==> config.mk <==
export PLATFORM = sky130hd
export DESIGN_NAME = mailbox_unit
export DESIGN_NICKNAME = d
export VERILOG_FILES = /design/src/rtl/mbx_pkg.sv /design/src/rtl/mbx_fifo.sv /design/src/rtl/mbx_mmio.sv /design/src/rtl/mailbox_unit.sv
export SDC_FILE = /design/constraint.sdc
export NUM_CORES = 1
export LEC_CHECK = 0
export ABC_AREA = 1
export BUFFER_PORTS_ARGS = -buffer_cell sky130_fd_sc_hd__buf_2
export CAP_MARGIN = 25
export CORE_MARGIN = 5
export CORE_UTILIZATION = 56
export DETAILED_ROUTE_END_ITERATION = 16
export PLACE_DENSITY = 0.89
export SETUP_SLACK_MARGIN = 0.3
export SLEW_MARGIN = 20
export SYNTH_ARGS = -nofsm -noshare
export SYNTH_HDL_FRONTEND = slang
export SYNTH_HIERARCHICAL = 1
export SYNTH_SLANG_ARGS = --single-unit
==> constraint.sdc <==
create_clock -name clk -period 2.75 [get_ports clk]
set_clock_uncertainty 0.15 [all_clocks]
set_input_delay 0.275 -clock clk [delete_from_list [all_inputs] [get_ports clk]]
set_output_delay 0.275 -clock clk [all_outputs]
set_load 0.01 [all_outputs]
==> src/rtl/mbx_pkg.sv <==
package mbx_pkg;
  localparam int MSG_W   = 32;
  localparam int FIELD_W = 8;
  localparam int OVF_BIT = 24;

  typedef enum logic [1:0] {
    REG_INBOX  = 2'd0,
    REG_OUTBOX = 2'd1,
    REG_IRQBOX = 2'd2,
    REG_STATUS = 2'd3
  } mbx_reg_e;
endpackage

==> src/rtl/mbx_fifo.sv <==
module mbx_fifo #(
  parameter int W     = 32,
  parameter int DEPTH = 4,
  localparam int CW   = $clog2(DEPTH + 1)
) (
  input  logic          clk,
  input  logic          rst,
  input  logic          push,
  input  logic          pop,
  input  logic [W-1:0]  wdata,
  output logic [W-1:0]  head,
  output logic [CW-1:0] count,
  output logic          full,
  output logic          empty
);
  localparam int PW = (DEPTH > 1) ? $clog2(DEPTH) : 1;

  logic [W-1:0]  mem [DEPTH];
  logic [PW-1:0] wp, rp;

  function automatic logic [PW-1:0] step(input logic [PW-1:0] p);
    return (p == PW'(DEPTH - 1)) ? '0 : p + 1'b1;
  endfunction

  assign head  = mem[rp];
  assign full  = (count == CW'(DEPTH));
  assign empty = (count == '0);

  always_ff @(posedge clk) begin
    if (push) mem[wp] <= wdata;
  end

  always_ff @(posedge clk) begin
    if (rst) begin
      wp    <= '0;
      rp    <= '0;
      count <= '0;
    end else begin
      if (push) wp <= step(wp);
      if (pop)  rp <= step(rp);
      case ({push, pop})
        2'b10:   count <= count + 1'b1;
        2'b01:   count <= count - 1'b1;
        default: count <= count;
      endcase
    end
  end


  count_bound_chk: assert property (@(posedge clk) disable iff (rst)
    count <= CW'(DEPTH));

  no_pop_empty_chk: assert property (@(posedge clk) disable iff (rst)
    pop |-> !empty);

  push_grow_chk: assert property (@(posedge clk) disable iff (rst)
    push && !pop |=> count == $past(count) + 1'b1);
endmodule

==> src/rtl/mbx_mmio.sv <==
module mbx_mmio
  import mbx_pkg::*;
#(
  parameter int IN_CW  = 3,
  parameter int OUT_CW = 1
) (
  input  logic              clk,
  input  logic              rst,
  input  logic              mm_wr_en,
  input  logic              mm_rd_en,
  input  logic [1:0]        mm_addr,
  input  logic [MSG_W-1:0]  mm_wdata,
  output logic [MSG_W-1:0]  mm_rdata,
  input  logic              in_full,
  input  logic [IN_CW-1:0]  in_count,
  input  logic [OUT_CW-1:0] out_count,
  input  logic [OUT_CW-1:0] irq_count,
  input  logic              out_empty,
  input  logic              irq_empty,
  input  logic [MSG_W-1:0]  out_head,
  input  logic [MSG_W-1:0]  irq_head,
  output logic              in_push,
  output logic [MSG_W-1:0]  in_data,
  output logic              out_pop,
  output logic              irq_pop,
  output logic              overflow
);
  logic in_sel, clr_sel;
  logic [MSG_W-1:0] status;

  assign in_sel  = mm_wr_en && (mm_addr == REG_INBOX);
  assign clr_sel = mm_wr_en && (mm_addr == REG_STATUS);
  assign in_push = in_sel && !in_full;
  assign in_data = mm_wdata;
  assign out_pop = mm_rd_en && (mm_addr == REG_OUTBOX) && !out_empty;
  assign irq_pop = mm_rd_en && (mm_addr == REG_IRQBOX) && !irq_empty;

  always_comb begin
    status = '0;
    status[FIELD_W-1:0]           = FIELD_W'(in_count);
    status[2*FIELD_W-1:FIELD_W]   = FIELD_W'(out_count);
    status[3*FIELD_W-1:2*FIELD_W] = FIELD_W'(irq_count);
    status[OVF_BIT]               = overflow;
  end

  always_ff @(posedge clk) begin
    if (rst) begin
      overflow <= 1'b0;
      mm_rdata <= '0;
    end else begin
      if (in_sel && in_full) overflow <= 1'b1;
      else if (clr_sel)      overflow <= 1'b0;
      if (mm_rd_en) begin
        case (mm_addr)
          REG_OUTBOX: mm_rdata <= out_empty ? '0 : out_head;
          REG_IRQBOX: mm_rdata <= irq_empty ? '0 : irq_head;
          REG_STATUS: mm_rdata <= status;
          default:    mm_rdata <= '0;
        endcase
      end
    end
  end


  ovf_sticky_chk: assert property (@(posedge clk) disable iff (rst)
    overflow && !clr_sel |=> overflow);

  ovf_cause_chk: assert property (@(posedge clk) disable iff (rst)
    $rose(overflow) |-> $past(in_sel && in_full));
endmodule

==> src/rtl/mailbox_unit.sv <==
module mailbox_unit
  import mbx_pkg::*;
#(
  parameter int IN_DEPTH  = 4,
  parameter int OUT_DEPTH = 1,
  localparam int IN_CW    = $clog2(IN_DEPTH + 1),
  localparam int OUT_CW   = $clog2(OUT_DEPTH + 1)
) (
  input  logic              clk,
  input  logic              rst,
  input  logic              ch_rd_req,
  output logic              ch_rd_ack,
  output logic [31:0]       ch_rd_data,
  input  logic              ch_wr_req,
  input  logic              ch_wr_sel,
  input  logic [31:0]       ch_wr_data,
  output logic              ch_wr_ack,
  output logic [IN_CW-1:0]  ch_in_count,
  output logic [OUT_CW-1:0] ch_out_count,
  output logic [OUT_CW-1:0] ch_irq_count,
  input  logic              mm_wr_en,
  input  logic              mm_rd_en,
  input  logic [1:0]        mm_addr,
  input  logic [31:0]       mm_wdata,
  output logic [31:0]       mm_rdata,
  output logic              irq
);
  logic             in_push, in_full, in_empty, in_pop;
  logic [MSG_W-1:0] in_data;
  logic             out_push, out_pop, out_full, out_empty;
  logic             irq_push, irq_pop, irq_full, irq_empty;
  logic [MSG_W-1:0] out_head, irq_head;
  logic             overflow;

  assign in_pop    = ch_rd_req && !in_empty;
  assign ch_rd_ack = in_pop;
  assign out_push  = ch_wr_req && !ch_wr_sel && !out_full;
  assign irq_push  = ch_wr_req &&  ch_wr_sel && !irq_full;
  assign ch_wr_ack = out_push || irq_push;
  assign irq       = !irq_empty;

  mbx_fifo #(.W(MSG_W), .DEPTH(IN_DEPTH)) u_inbox (
    .clk(clk), .rst(rst), .push(in_push), .pop(in_pop), .wdata(in_data),
    .head(ch_rd_data), .count(ch_in_count), .full(in_full), .empty(in_empty));

  mbx_fifo #(.W(MSG_W), .DEPTH(OUT_DEPTH)) u_outbox (
    .clk(clk), .rst(rst), .push(out_push), .pop(out_pop), .wdata(ch_wr_data),
    .head(out_head), .count(ch_out_count), .full(out_full), .empty(out_empty));

  mbx_fifo #(.W(MSG_W), .DEPTH(OUT_DEPTH)) u_irqbox (
    .clk(clk), .rst(rst), .push(irq_push), .pop(irq_pop), .wdata(ch_wr_data),
    .head(irq_head), .count(ch_irq_count), .full(irq_full), .empty(irq_empty));

  mbx_mmio #(.IN_CW(IN_CW), .OUT_CW(OUT_CW)) u_mmio (
    .clk(clk), .rst(rst), .mm_wr_en(mm_wr_en), .mm_rd_en(mm_rd_en),
    .mm_addr(mm_addr), .mm_wdata(mm_wdata), .mm_rdata(mm_rdata),
    .in_full(in_full), .in_count(ch_in_count), .out_count(ch_out_count),
    .irq_count(ch_irq_count), .out_empty(out_empty), .irq_empty(irq_empty),
    .out_head(out_head), .irq_head(irq_head), .in_push(in_push),
    .in_data(in_data), .out_pop(out_pop), .irq_pop(irq_pop),
    .overflow(overflow));


  rd_ack_chk: assert property (@(posedge clk) disable iff (rst)
    ch_rd_ack |-> ch_in_count != '0);

  irq_rise_chk: assert property (@(posedge clk) disable iff (rst)
    $rose(irq) |-> $past(ch_wr_ack && ch_wr_sel));

  irq_fall_chk: assert property (@(posedge clk) disable iff (rst)
    $fell(irq) |-> $past(mm_rd_en && mm_addr == REG_IRQBOX));
endmodule

==> flow_metrics.tcl, run 1 <==
set metrics [dict create \
    p_leak_nw 4.60 \
    synthesis.area_per_instance_um2 11.9 \
    detail_route.wl_per_cell_um 18.3 \
    gr-total-overflow 0 \
    fillerInstances 1056 \
    synthesis.instances 793 \
    netlist-cell-type-count 29 \
    post-route-period-util_pct 84.4 \
    combinational_family_with_the_most_area_after_synthesis "simple AND/OR/NAND/NOR gates" \
    setup_viol 0 \
    fp.coreArea_um2 16500 \
    die_area_um2 19500 \
    synthDominantAreaCellType "edfxtp_1" \
    fraction_of_synthesized_area_in_multiplexers_pct 0 \
    finish.cell_count_without_fillers 1207 \
    synth-simple-area-share_pct 13.1 \
    crit-reg2reg-launch "u_inbox/count[2]" \
    port_buffers 144 \
    detail-route-antenna-nets 0 \
    antenna_found_initial 1 \
    nets 1049 \
    tritoncts.num_buffers 23 \
    clock_sink_count 236 \
    initial_utilization_pct 57.0 \
    post-place-ws_ns 0.548 \
    maxcap_violations 0 \
    place_congestion 0.836 \
    outcome "completed" \
    met2_usage_pct 38.9 \
    postSynthNetCount 873 \
    total_standard_cell_area_after_synthesis_um2 9430 \
    grt_usage_pct 22.1 \
    fp-row-count 47 \
    grt_max_degree 65 \
    max-vdd-ir-drop_mv 0.612 \
    worstPathCellList "buf_4 -> o21ai_0 -> o22ai_1 -> buf_2" \
    max_clock_freq_ghz 0.431 \
    final_max_slew_viol_count 0 \
    synth_compound_area_share_pct 7.31 \
    ioPinCount 145 \
    cts.clk_slew.worst_paths_ns 0.06 \
    hpwl_um 11600 \
    cp-end-kind "output port" \
    grt_pass1_wl_um 34900 \
    critical_path.slowest_cell "dfxtp_4" \
    drc_errors 0 \
    fin_total_pwr_mw 9.19 \
    worstSkewPairLatency_ns 0.50 \
    final_layout_size_suffix_gt1_share_pct 22.0 \
    gr-max-usage-layer "met2" \
    grt_pass1_vias 6862 \
    cp_data_required_time_ns 2.33 \
    asyncSetResetFlopFracSynth_pct 0 \
    grt_util_met1_pct 26.8 \
    regToRegEndpoint "u_inbox/count[2]" \
    detailedRoute.firstIterationViolations 491 \
    rsz0062_at_grt "no" \
    fin_hold_ws_ns 0.106 \
    yosysWarningCount 6 \
    number_of_synthesized_register_bits 236 \
    synthXorXnorAreaFrac_pct 0 \
    cts.htree.levels 1 \
    worst_setup_path_endpoint "ch_rd_data[27]" \
    r2r_cells 13 \
    final_period_minus_worst_setup_slack_ns 2.32 \
    synth_fa_ha_area_share_pct 1.01 \
    crit_path_max_fanout 33 \
    synthToLayoutAreaGrowth_pct 22.1 \
    height_of_the_die_um 140 \
    die_x_um 140 \
    synth-edff-count 192 \
    tritoncts "yes" \
    powerDensity_nw_per_um2 798 \
    synthFlopType "edfxtp_1" \
    critical_path_class "flip-flop to output port" \
    dpl.cell_count 1099 \
    timing.critical_path.from_type "flip-flop" \
    detail_route.vias_per_cell 5.49 \
    final.setup.worst_slack_ns 0.430 \
    critical_path_arrival_ns 1.90 \
    min-delay-path-class "input pin to flip-flop" \
    detail_route.first_pass.iterations 5 \
    root_buffer "clkbuf_16" \
    worst_path_largest_cell_delay_ns 0.58 \
    synth.area.top_cells "edfxtp_1, dfxtp_1, nand2_1" \
    ys_seq_area_share_pct 70.5 \
    total_vias_in_the_final_route 6622 \
    reg2reg_setup_slack_ns 0.46 \
    grtUsageMet3_pct 5.01 \
    worst_slew_pin_slew_ns 0.687 \
    final_hold_vios 0 \
    max_slew_margin_pct 54.1 \
    cts.path.max_buffers 3 \
    total_wire_length_after_detailed_routing_um 22100 \
    post-synth-top-area-fraction_pct 61.2 \
    tns_ns 0 \
]
==> state kept, by name, indices dropped and copies added (netlist names), named ones only <==
register / count
u_mmio/overflow: 1
u_inbox/wp: 2
u_irqbox/mem: 32
u_outbox/count: 1
u_inbox/mem: 128
u_outbox/mem: 32
u_inbox/count: 3
u_irqbox/count: 1
u_inbox/rp: 2
u_mmio/mm_rdata: 32
==> critical path, delay by kind of cell (launching register included) <==
kind | cells | cell delay (ns)
DFF | 1 | 0.58
buffers and inverters | 2 | 0.45
AOI/OAI and AO/OA | 2 | 0.35
==> synth_stat cells, types with 12 or more instances <==
master and n:
nand3_1 43, nand2_1 124, inv_1 55, a21oi_1 20, edfxtp_1 192, o21ai_0 41, dfxtp_1 44, nor2_1 108
o21ai_1 28, buf_4 41, buf_6 12, o22ai_1 32
==> stage by stage <==
step	instance area (um^2)	utilization [%]
6_report	11500	69.7
5_1_grt	11500	69.7
4_1_cts	11500	69.6
3_5_place_dp	10000	60.5
3_3_place_gp	10000	60.5
2_1_floorplan	9430	-
==> placed cells by master (no fill, tap or decap), drive strengths merged <==
master and n:
edfxtp 192, dfxtp 44, diode 1, buf 157, clkinv 4, o22ai 32
ha 6, a21oi 25, nor2 111, fa 1, nand3 43, clkinvlp 2
dlygate4sd3 65, nor4 2, nor3 6, o21ai 69, nand2 130, bufinv 4
inv 60, nand4 2, clkbuf 31
==> timing repair <==
action / CTS / global route
endpoints found under the setup margin: 22 / 1
hold buffers: 65 / 0
gates resized for setup: 2 / 1
endpoints found under the hold margin: 193 / 0
setup buffers: 0 / 0
cloned: 0 / 0
==> cell type report <==
cell class	instances	area [um^2]	area share (%)
antenna	1	2.50	0.0217
clock buffer	31	688	5.98
clock inverter	11	163	1.41
inverter	59	231	2.01
multi-input combinational	427	2020	17.6
sequential	236	6650	57.8
tap	220	275	2.39
timing repair buffer	222	1480	12.9
==> worst min path at each step <==
stage	from	to	slack, ns	cells past startpoint
final	mm_rd_en	u_mmio/mm_rdata[0]	0.11	4
after detailed placement	u_mmio/mm_rdata[15]	u_mmio/mm_rdata[15]	0.31	2
after floorplan	rst	u_inbox/wp[0]	0.20	1
after global placement	u_mmio/mm_rdata[18]	u_mmio/mm_rdata[18]	0.30	2
after global routing	mm_rd_en	u_mmio/mm_rdata[0]	0.11	4
after CTS	mm_rd_en	u_mmio/mm_rdata[0]	0.07	4
==> power breakdown <==
| group | internal [mW] | total, mW | switching [mW] |
|---|---|---|---|
| combinational | 0.593 | 1.61 | 1.02 |
| clock | 2.14 | 3.45 | 1.32 |
| sequential | 4.00 | 4.13 | 0.120 |
| total | 6.73 | 9.19 | 2.45 |
==> cell families after synthesis <==
family,Yosys count
adder cells (fa/ha/maj),7
buffers and inverters,130
flip-flops,236
AO/OA/AOI/OAI,126
AND/OR/NAND/NOR,294
==> routing by layer <==
metal	share of wire, %	wire length (um)
met5	0	0
met4	3.1	676
met3	8.8	1950
met2	51	11400
met1	37	8160
Power figures use the tool's default switching activity.
==> run 2, diff against run 1 <==
Settings changed: CORE_UTILIZATION 56 to 51, PLACE_DENSITY 0.89 to 0.86.
Clock period 2.75 ns to 2.1 ns, I/O delays scaled along.
==> flow_metrics.tcl, run 2 (synthesis gave the netlist of run 1 again) <==
set metrics [dict create \
    outcome "finished, violations left" \
    violations "setup timing" \
    regToRegEndpoint "u_inbox/count[2]" \
    clock_sink_count 236 \
    crit_path_max_fanout 8 \
    worstSkewPairLatency_ns 0.51 \
    die_area_um2 21300 \
    dpl.cell_count 1116 \
    crit-reg2reg-launch "u_inbox/count[2]" \
    drc_errors 0 \
    port_buffers 144 \
    cts.htree.levels 1 \
    final_hold_vios 0 \
    root_buffer "clkbuf_16" \
    ioPinCount 145 \
    combined_buffer_and_inverter_count_along_the_critical_path 4 \
    setup_viol 10 \
    reg2reg_setup_slack_ns 0.19 \
    seqPwrFrac_pct 41.3 \
    fp-row-count 49 \
    place_congestion 0.806 \
    critical_path_arrival_ns 1.79 \
    cp-end-kind "output port" \
    post-route-period-util_pct 103 \
    grt_max_degree 35 \
    critical_path_cell_count 6 \
    maxcap_violations 0 \
    post-place-ws_ns 0.186 \
    most_used_cells_in_the_layout_excluding_fill_and_tap_cells "edfxtp_1, buf_2, nand2_1, nor2_1, dlygate4sd3_1" \
    detail-route-antenna-nets 0 \
    total_wire_length_after_detailed_routing_um 27300 \
    worst_setup_path_endpoint "ch_rd_data[4]" \
    combPwrFrac_pct 27.5 \
    total_vias_in_the_final_route 7209 \
    regMostFlops "u_inbox/mem" \
    instance_count_along_the_most_critical_hold_path 5 \
    final_layout_size_suffix_gt1_share_pct 34.4 \
    timing.critical_path.from_type "flip-flop" \
    initial_utilization_pct 52.1 \
    final_max_slew_viol_count 0 \
    fin_total_pwr_mw 13.1 \
    detailedRoute.firstIterationViolations 691 \
    rsz0062_at_grt "yes" \
    layout.cells.most_common "edfxtp_1" \
    detail_route.wl_per_cell_um 21.3 \
    antenna_found_initial 2 \
    synthToLayoutAreaGrowth_pct 37.4 \
    cts.clk_slew.worst_paths_ns 0.06 \
    max-vdd-ir-drop_mv 0.939 \
    finish.cell_count_without_fillers 1283 \
    post_dp_cell_area_um2 10300 \
    cts.path.max_buffers 3 \
    height_of_the_die_um 146 \
    grt_usage_pct 23.1 \
    die_x_um 146 \
    critical_path_class "flip-flop to output port" \
    largest_register_ffs 128 \
    nets 1115 \
    grt_pass1_vias 7126 \
    cp_data_required_time_ns 1.74 \
    worst_path_largest_cell_delay_ns 0.39 \
    detail_route.vias_per_cell 5.62 \
    worst_slew_pin_slew_ns 0.452 \
    internal_dissipation_mw 9.12 \
    detail_route.first_pass.iterations 5 \
    powerDensity_nw_per_um2 1010 \
    gr-total-overflow 0 \
    tritoncts.num_buffers 24 \
    worstPathCellList "buf_6 -> buf_16 -> clkinv_8 -> nor2_1 -> o22ai_2 -> buf_2" \
    area_of_all_placed_cells_without_fillers_um2 13000 \
    critPathTopFamily "buffers and inverters" \
    grt_pass1_wl_um 39100 \
    min-delay-path-class "input pin to flip-flop" \
    clock_power_share_pct 31.2 \
    tritoncts "yes" \
    fp.coreArea_um2 18100 \
    r2r_cells 13 \
    power.net_switching_mw 3.94 \
    power.switching_fraction_pct 30.2 \
    p_leak_nw 5.11 \
    final_period_minus_worst_setup_slack_ns 2.15 \
    final.setup.worst_slack_ns -0.0540 \
    max_slew_margin_pct 69.8 \
    critical_path.slowest_cell "dfxtp_4" \
    max_clock_freq_ghz 0.464 \
    hpwl_um 13000 \
]
-- run 2: cell count changes in the layout (fill, tap and decap cells not counted), moves of 11 or more --
| cell | previous run | this run |
|---|---|---|
| o22ai_2 | 0 | 14 |
| buf_12 | 1 | 16 |
| buf_6 | 0 | 11 |
| nor2_2 | 1 | 12 |
| inv_1 | 55 | 44 |
| buf_4 | 12 | 25 |
| o21ai_0 | 41 | 12 |
| nor2_1 | 108 | 93 |
| o21ai_2 | 0 | 28 |
| o22ai_1 | 32 | 18 |
-- run 2: layout make-up --
cell class / count / area (um^2)
flip-flops and latches: 236 / 6670
fillers: 1058 / 5130
repair buffers: 282 / 2470
multi-input cells: 427 / 2440
clock buffers: 32 / 652
well taps: 229 / 287
inverters: 59 / 272
clock inverters: 12 / 88.8
repair inverters: 5 / 80.1
diodes: 1 / 2.50
-- run 2: per-stage QoR --
step	TNS [ns]	hold slack [ns]	util (%)
2_1_floorplan	0	0.132	-
3_3_place_gp	0	0.247	56.7
3_5_place_dp	0	0.251	56.7
4_1_cts	0	0.00194	68.1
5_1_grt	-1.10	0.0562	71.6
6_report	-0.216	0.0324	71.6
-- run 2: worst min path at each step --
stage                         startpoint                   to  slack [ns]
after floorplan                      rst        u_inbox/wp[0]        0.13
after global placement    ch_wr_data[26]  u_irqbox/mem[0][26]        0.25
after detailed placement  ch_wr_data[18]  u_irqbox/mem[0][18]        0.25
after CTS                     mm_addr[1]     u_inbox/count[0]       0.002
after global routing           ch_rd_req            flip-flop        0.06
final                         mm_addr[1]     u_inbox/count[0]        0.03
-- run 2: routing by layer --
| metal | track usage (%) | vias to the layer above | share of wire (%) |
|---|---|---|---|
| met5 | 0 | - | 0.048 |
| met4 | 7.08 | 2 | 3.4 |
| met3 | 4.52 | 81 | 8.6 |
| met2 | 42.1 | 474 | 53 |
| met1 | 27.6 | 3449 | 35 |
| li1 | - | 3203 | - |
-- run 2: repair_timing --
action / CTS / global route
hold buffers: 69 / 0
gates cloned: 10 / 11
pin swaps: 23 / 16
setup endpoints to repair: 42 / 156
gates resized for setup: 85 / 82
endpoints found under the hold margin: 213 / 0
buffers inserted: 18 / 15
-- run 2: tightest hold or removal path: cells and delay by family --
kind            cells  cell delay, ns
compound gates      1            0.05
fa+ha+maj           1            0.13
buf+inv             2            0.20
simple gates        1            0.06
-- run 2: power by group through the flow --
| stage | registers [mW] | logic, mW | clock network [mW] |
|---|---|---|---|
| finish | 5.39 | 3.59 | 4.07 |
| global route | 5.41 | 3.78 | 4.34 |
| CTS | 5.38 | 3.05 | 4.03 |
| detailed placement | 5.47 | 2.10 | 0 |
| global placement | 5.46 | 2.04 | 0 |
| floorplan | 5.45 | 1.44 | 0 |
==> run 3, diff against run 2 <==
Settings changed: ABC_AREA 1 to 0, CORE_UTILIZATION 51 to 50, PLACE_DENSITY 0.86 to 0.85.
==> flow_metrics.tcl, run 3 <==
set metrics [dict create \
    height_of_the_die_um 143 \
    min-delay-path-class "input pin to flip-flop" \
    fp.coreArea_um2 17400 \
    violations "setup timing" \
    clock_sink_count 236 \
    synthFlopType "edfxtp_1" \
    total_wire_length_after_detailed_routing_um 21900 \
    final_hold_vios 0 \
    timing.hold.worst.start "mm_rd_en" \
    ys_seq_area_share_pct 74.9 \
    detail_route.first_pass.iterations 5 \
    most_used_cells_in_the_layout_excluding_fill_and_tap_cells "edfxtp_1, buf_2, dlygate4sd3_1, dfxtp_1, buf_6" \
    finalCoreUtilization_pct 70.1 \
    timing.critical_path.from_type "flip-flop" \
    detail_route.wl_per_cell_um 22.6 \
    fin_total_pwr_mw 11.4 \
    initial_utilization_pct 51.1 \
    final_max_slew_viol_count 0 \
    maxcap_violations 0 \
    synthesis.area_per_instance_um2 18.6 \
    final.setup.worst_slack_ns -0.0896 \
    synthToLayoutAreaGrowth_pct 37.1 \
    instance_count_along_the_most_critical_hold_path 4 \
    tns_ns -1.91 \
    drc_errors 0 \
    regMostFlops "u_inbox/mem" \
    max_clock_freq_ghz 0.457 \
    synthDominantAreaCellType "edfxtp_1" \
    grt_usage_pct 20.7 \
    tritoncts "yes" \
    post-route-period-util_pct 104 \
    cts.clk_slew.worst_paths_ns 0.06 \
    postSynthNetCount 557 \
    number_of_synthesized_register_bits 236 \
    worst_slew_pin_slew_ns 0.466 \
    port_buffers 144 \
    grt_pass1_vias 5721 \
    netlist-cell-type-count 39 \
    tritoncts.num_buffers 24 \
    rsz0062_at_grt "yes" \
    p_leak_nw 4.47 \
    critical_path_class "flip-flop to flip-flop" \
    root_buffer "clkbuf_16" \
    gr-total-overflow 0 \
    die_area_um2 20500 \
    antenna_found_initial 0 \
    grt_max_degree 33 \
    total_vias_in_the_final_route 5391 \
    asyncSetResetFlopFracSynth_pct 0 \
    cts.htree.levels 1 \
    worstSkewPairLatency_ns 0.50 \
    powerDensity_nw_per_um2 934 \
    detailedRoute.firstIterationViolations 485 \
    yosys.cell_count.top_type "edfxtp_1" \
    cp_data_required_time_ns 2.38 \
    max-vdd-ir-drop_mv 0.627 \
    critical_path_arrival_ns 2.46 \
    die_x_um 143 \
    regToRegEndpoint "u_inbox/count[2]" \
    crit-reg2reg-launch "u_inbox/count[0]" \
    critical_path.startpoint "u_inbox/count[0]" \
    grt_pass1_wl_um 32600 \
    antenna-diode-count 0 \
    post-synth-top-area-fraction_pct 65.0 \
    synthesis.instances 477 \
    synth-edff-count 192 \
    detail-route-antenna-nets 0 \
    hpwl_um 11900 \
    layout.cells.most_common "edfxtp_1" \
    crit_path_max_fanout 2 \
    final_layout_size_suffix_gt1_share_pct 41.2 \
    nets 805 \
    yosysWarningCount 6 \
    max_slew_margin_pct 68.2 \
    synth.area.top_cells "edfxtp_1, dfxtp_1, mux4_2" \
    total_standard_cell_area_after_synthesis_um2 8880 \
    outcome "finished, violations left" \
    hold-path-endpoint "u_mmio/mm_rdata[4]" \
    reg2reg_setup_slack_ns -0.09 \
    place_congestion 0.831 \
    largest_register_ffs 128 \
    r2r_cells 10 \
    cts.path.max_buffers 3 \
    final_period_minus_worst_setup_slack_ns 2.19 \
    cp-end-kind "flip-flop" \
    setup_viol 34 \
    detail_route.vias_per_cell 5.57 \
    ioPinCount 145 \
    fp-row-count 48 \
    synth_common_cells "edfxtp_1, dfxtp_1, buf_4, mux4_2, nand2_1" \
]
## run 3: layer usage
layer	vias up	global-route usage [%]	wire length [um]	part of all wire, %
li1	2340	-	-	-
met1	2670	25.5	7770	36
met2	326	37.6	11600	53
met3	55	3.72	1830	8.4
met4	0	6.00	626	2.9
met5	-	0	0	0
## run 3: through the flow
| stage | instance area, um^2 | instances | worst slack (ns) | hold WS, ns |
|---|---|---|---|---|
| after floorplan | 8950 | 477 | -0.0367 | 0.122 |
| after global placement | 9840 | 816 | 0.0767 | 0.247 |
| after detailed placement | 9840 | 816 | -0.0215 | 0.251 |
| after CTS | 11900 | 955 | -0.107 | 0.0241 |
| after global routing | 12200 | 968 | -0.172 | 0.0538 |
| final | 12200 | 968 | -0.0896 | 0.00613 |
## run 3: worst max-delay path by stage
stage / to / slack, ns / cells after the start
floorplan: u_inbox/count[2] / -0.04 / 10
global placement: u_inbox/count[2] / 0.08 / 10
detailed placement: u_inbox/count[2] / -0.02 / 10
CTS: ch_rd_data[20] / -0.11 / 4
global route: u_inbox/count[2] / -0.17 / 10
finish: u_inbox/count[2] / -0.09 / 10
## run 3: critical path, cell delays in order (launching register included)
cell     delay [ns]
dfxtp_4        0.37
inv_4          0.04
and3_4         0.17
nor4b_4        0.32
inv_2          0.09
ha_4           0.17
inv_2          0.05
fa_2           0.20
xor2_1         0.08
or3_1          0.34
a21oi_1        0.14
## run 3: final cells by class
class	instances	area, um^2
Sequential cell	236	6670
Inverter	12	47.5
Timing Repair Buffer	274	2530
Clock buffer	30	644
Tap cell	225	282
Clock inverter	14	119
Fill cell	1015	5180
Multi-Input combinational cell	177	1880
## run 3: kinds of logic after synthesis
| family | count (synthesis) | share of synthesized area [%] |
|---|---|---|
| AOI/OAI and AO/OA | 58 | 4.99 |
| buffers and inverters | 64 | 5.20 |
| xor gates and xnor gates | 4 | 0.705 |
| DFF | 236 | 74.9 |
| and+or+nand+nor | 73 | 4.61 |
| muxes | 35 | 8.54 |
| adders and majority gates | 7 | 1.07 |
## run 3: report_power, final
group          switching (mW)  leakage, nW  internal (mW)
Combinational           0.832         1.98           1.09
Sequential              0.105         2.11           5.23
Clock                    1.69        0.370           2.42
## run 3: what timing repair did
item                                    CTS  global route
cloned                                   11             1
hold endpoints to repair                209             0
endpoints found under the setup margin  172           180
hold buffers                             69             0
pin swaps                                 5            10
resized for setup                        43            25
buffers inserted                         15            11
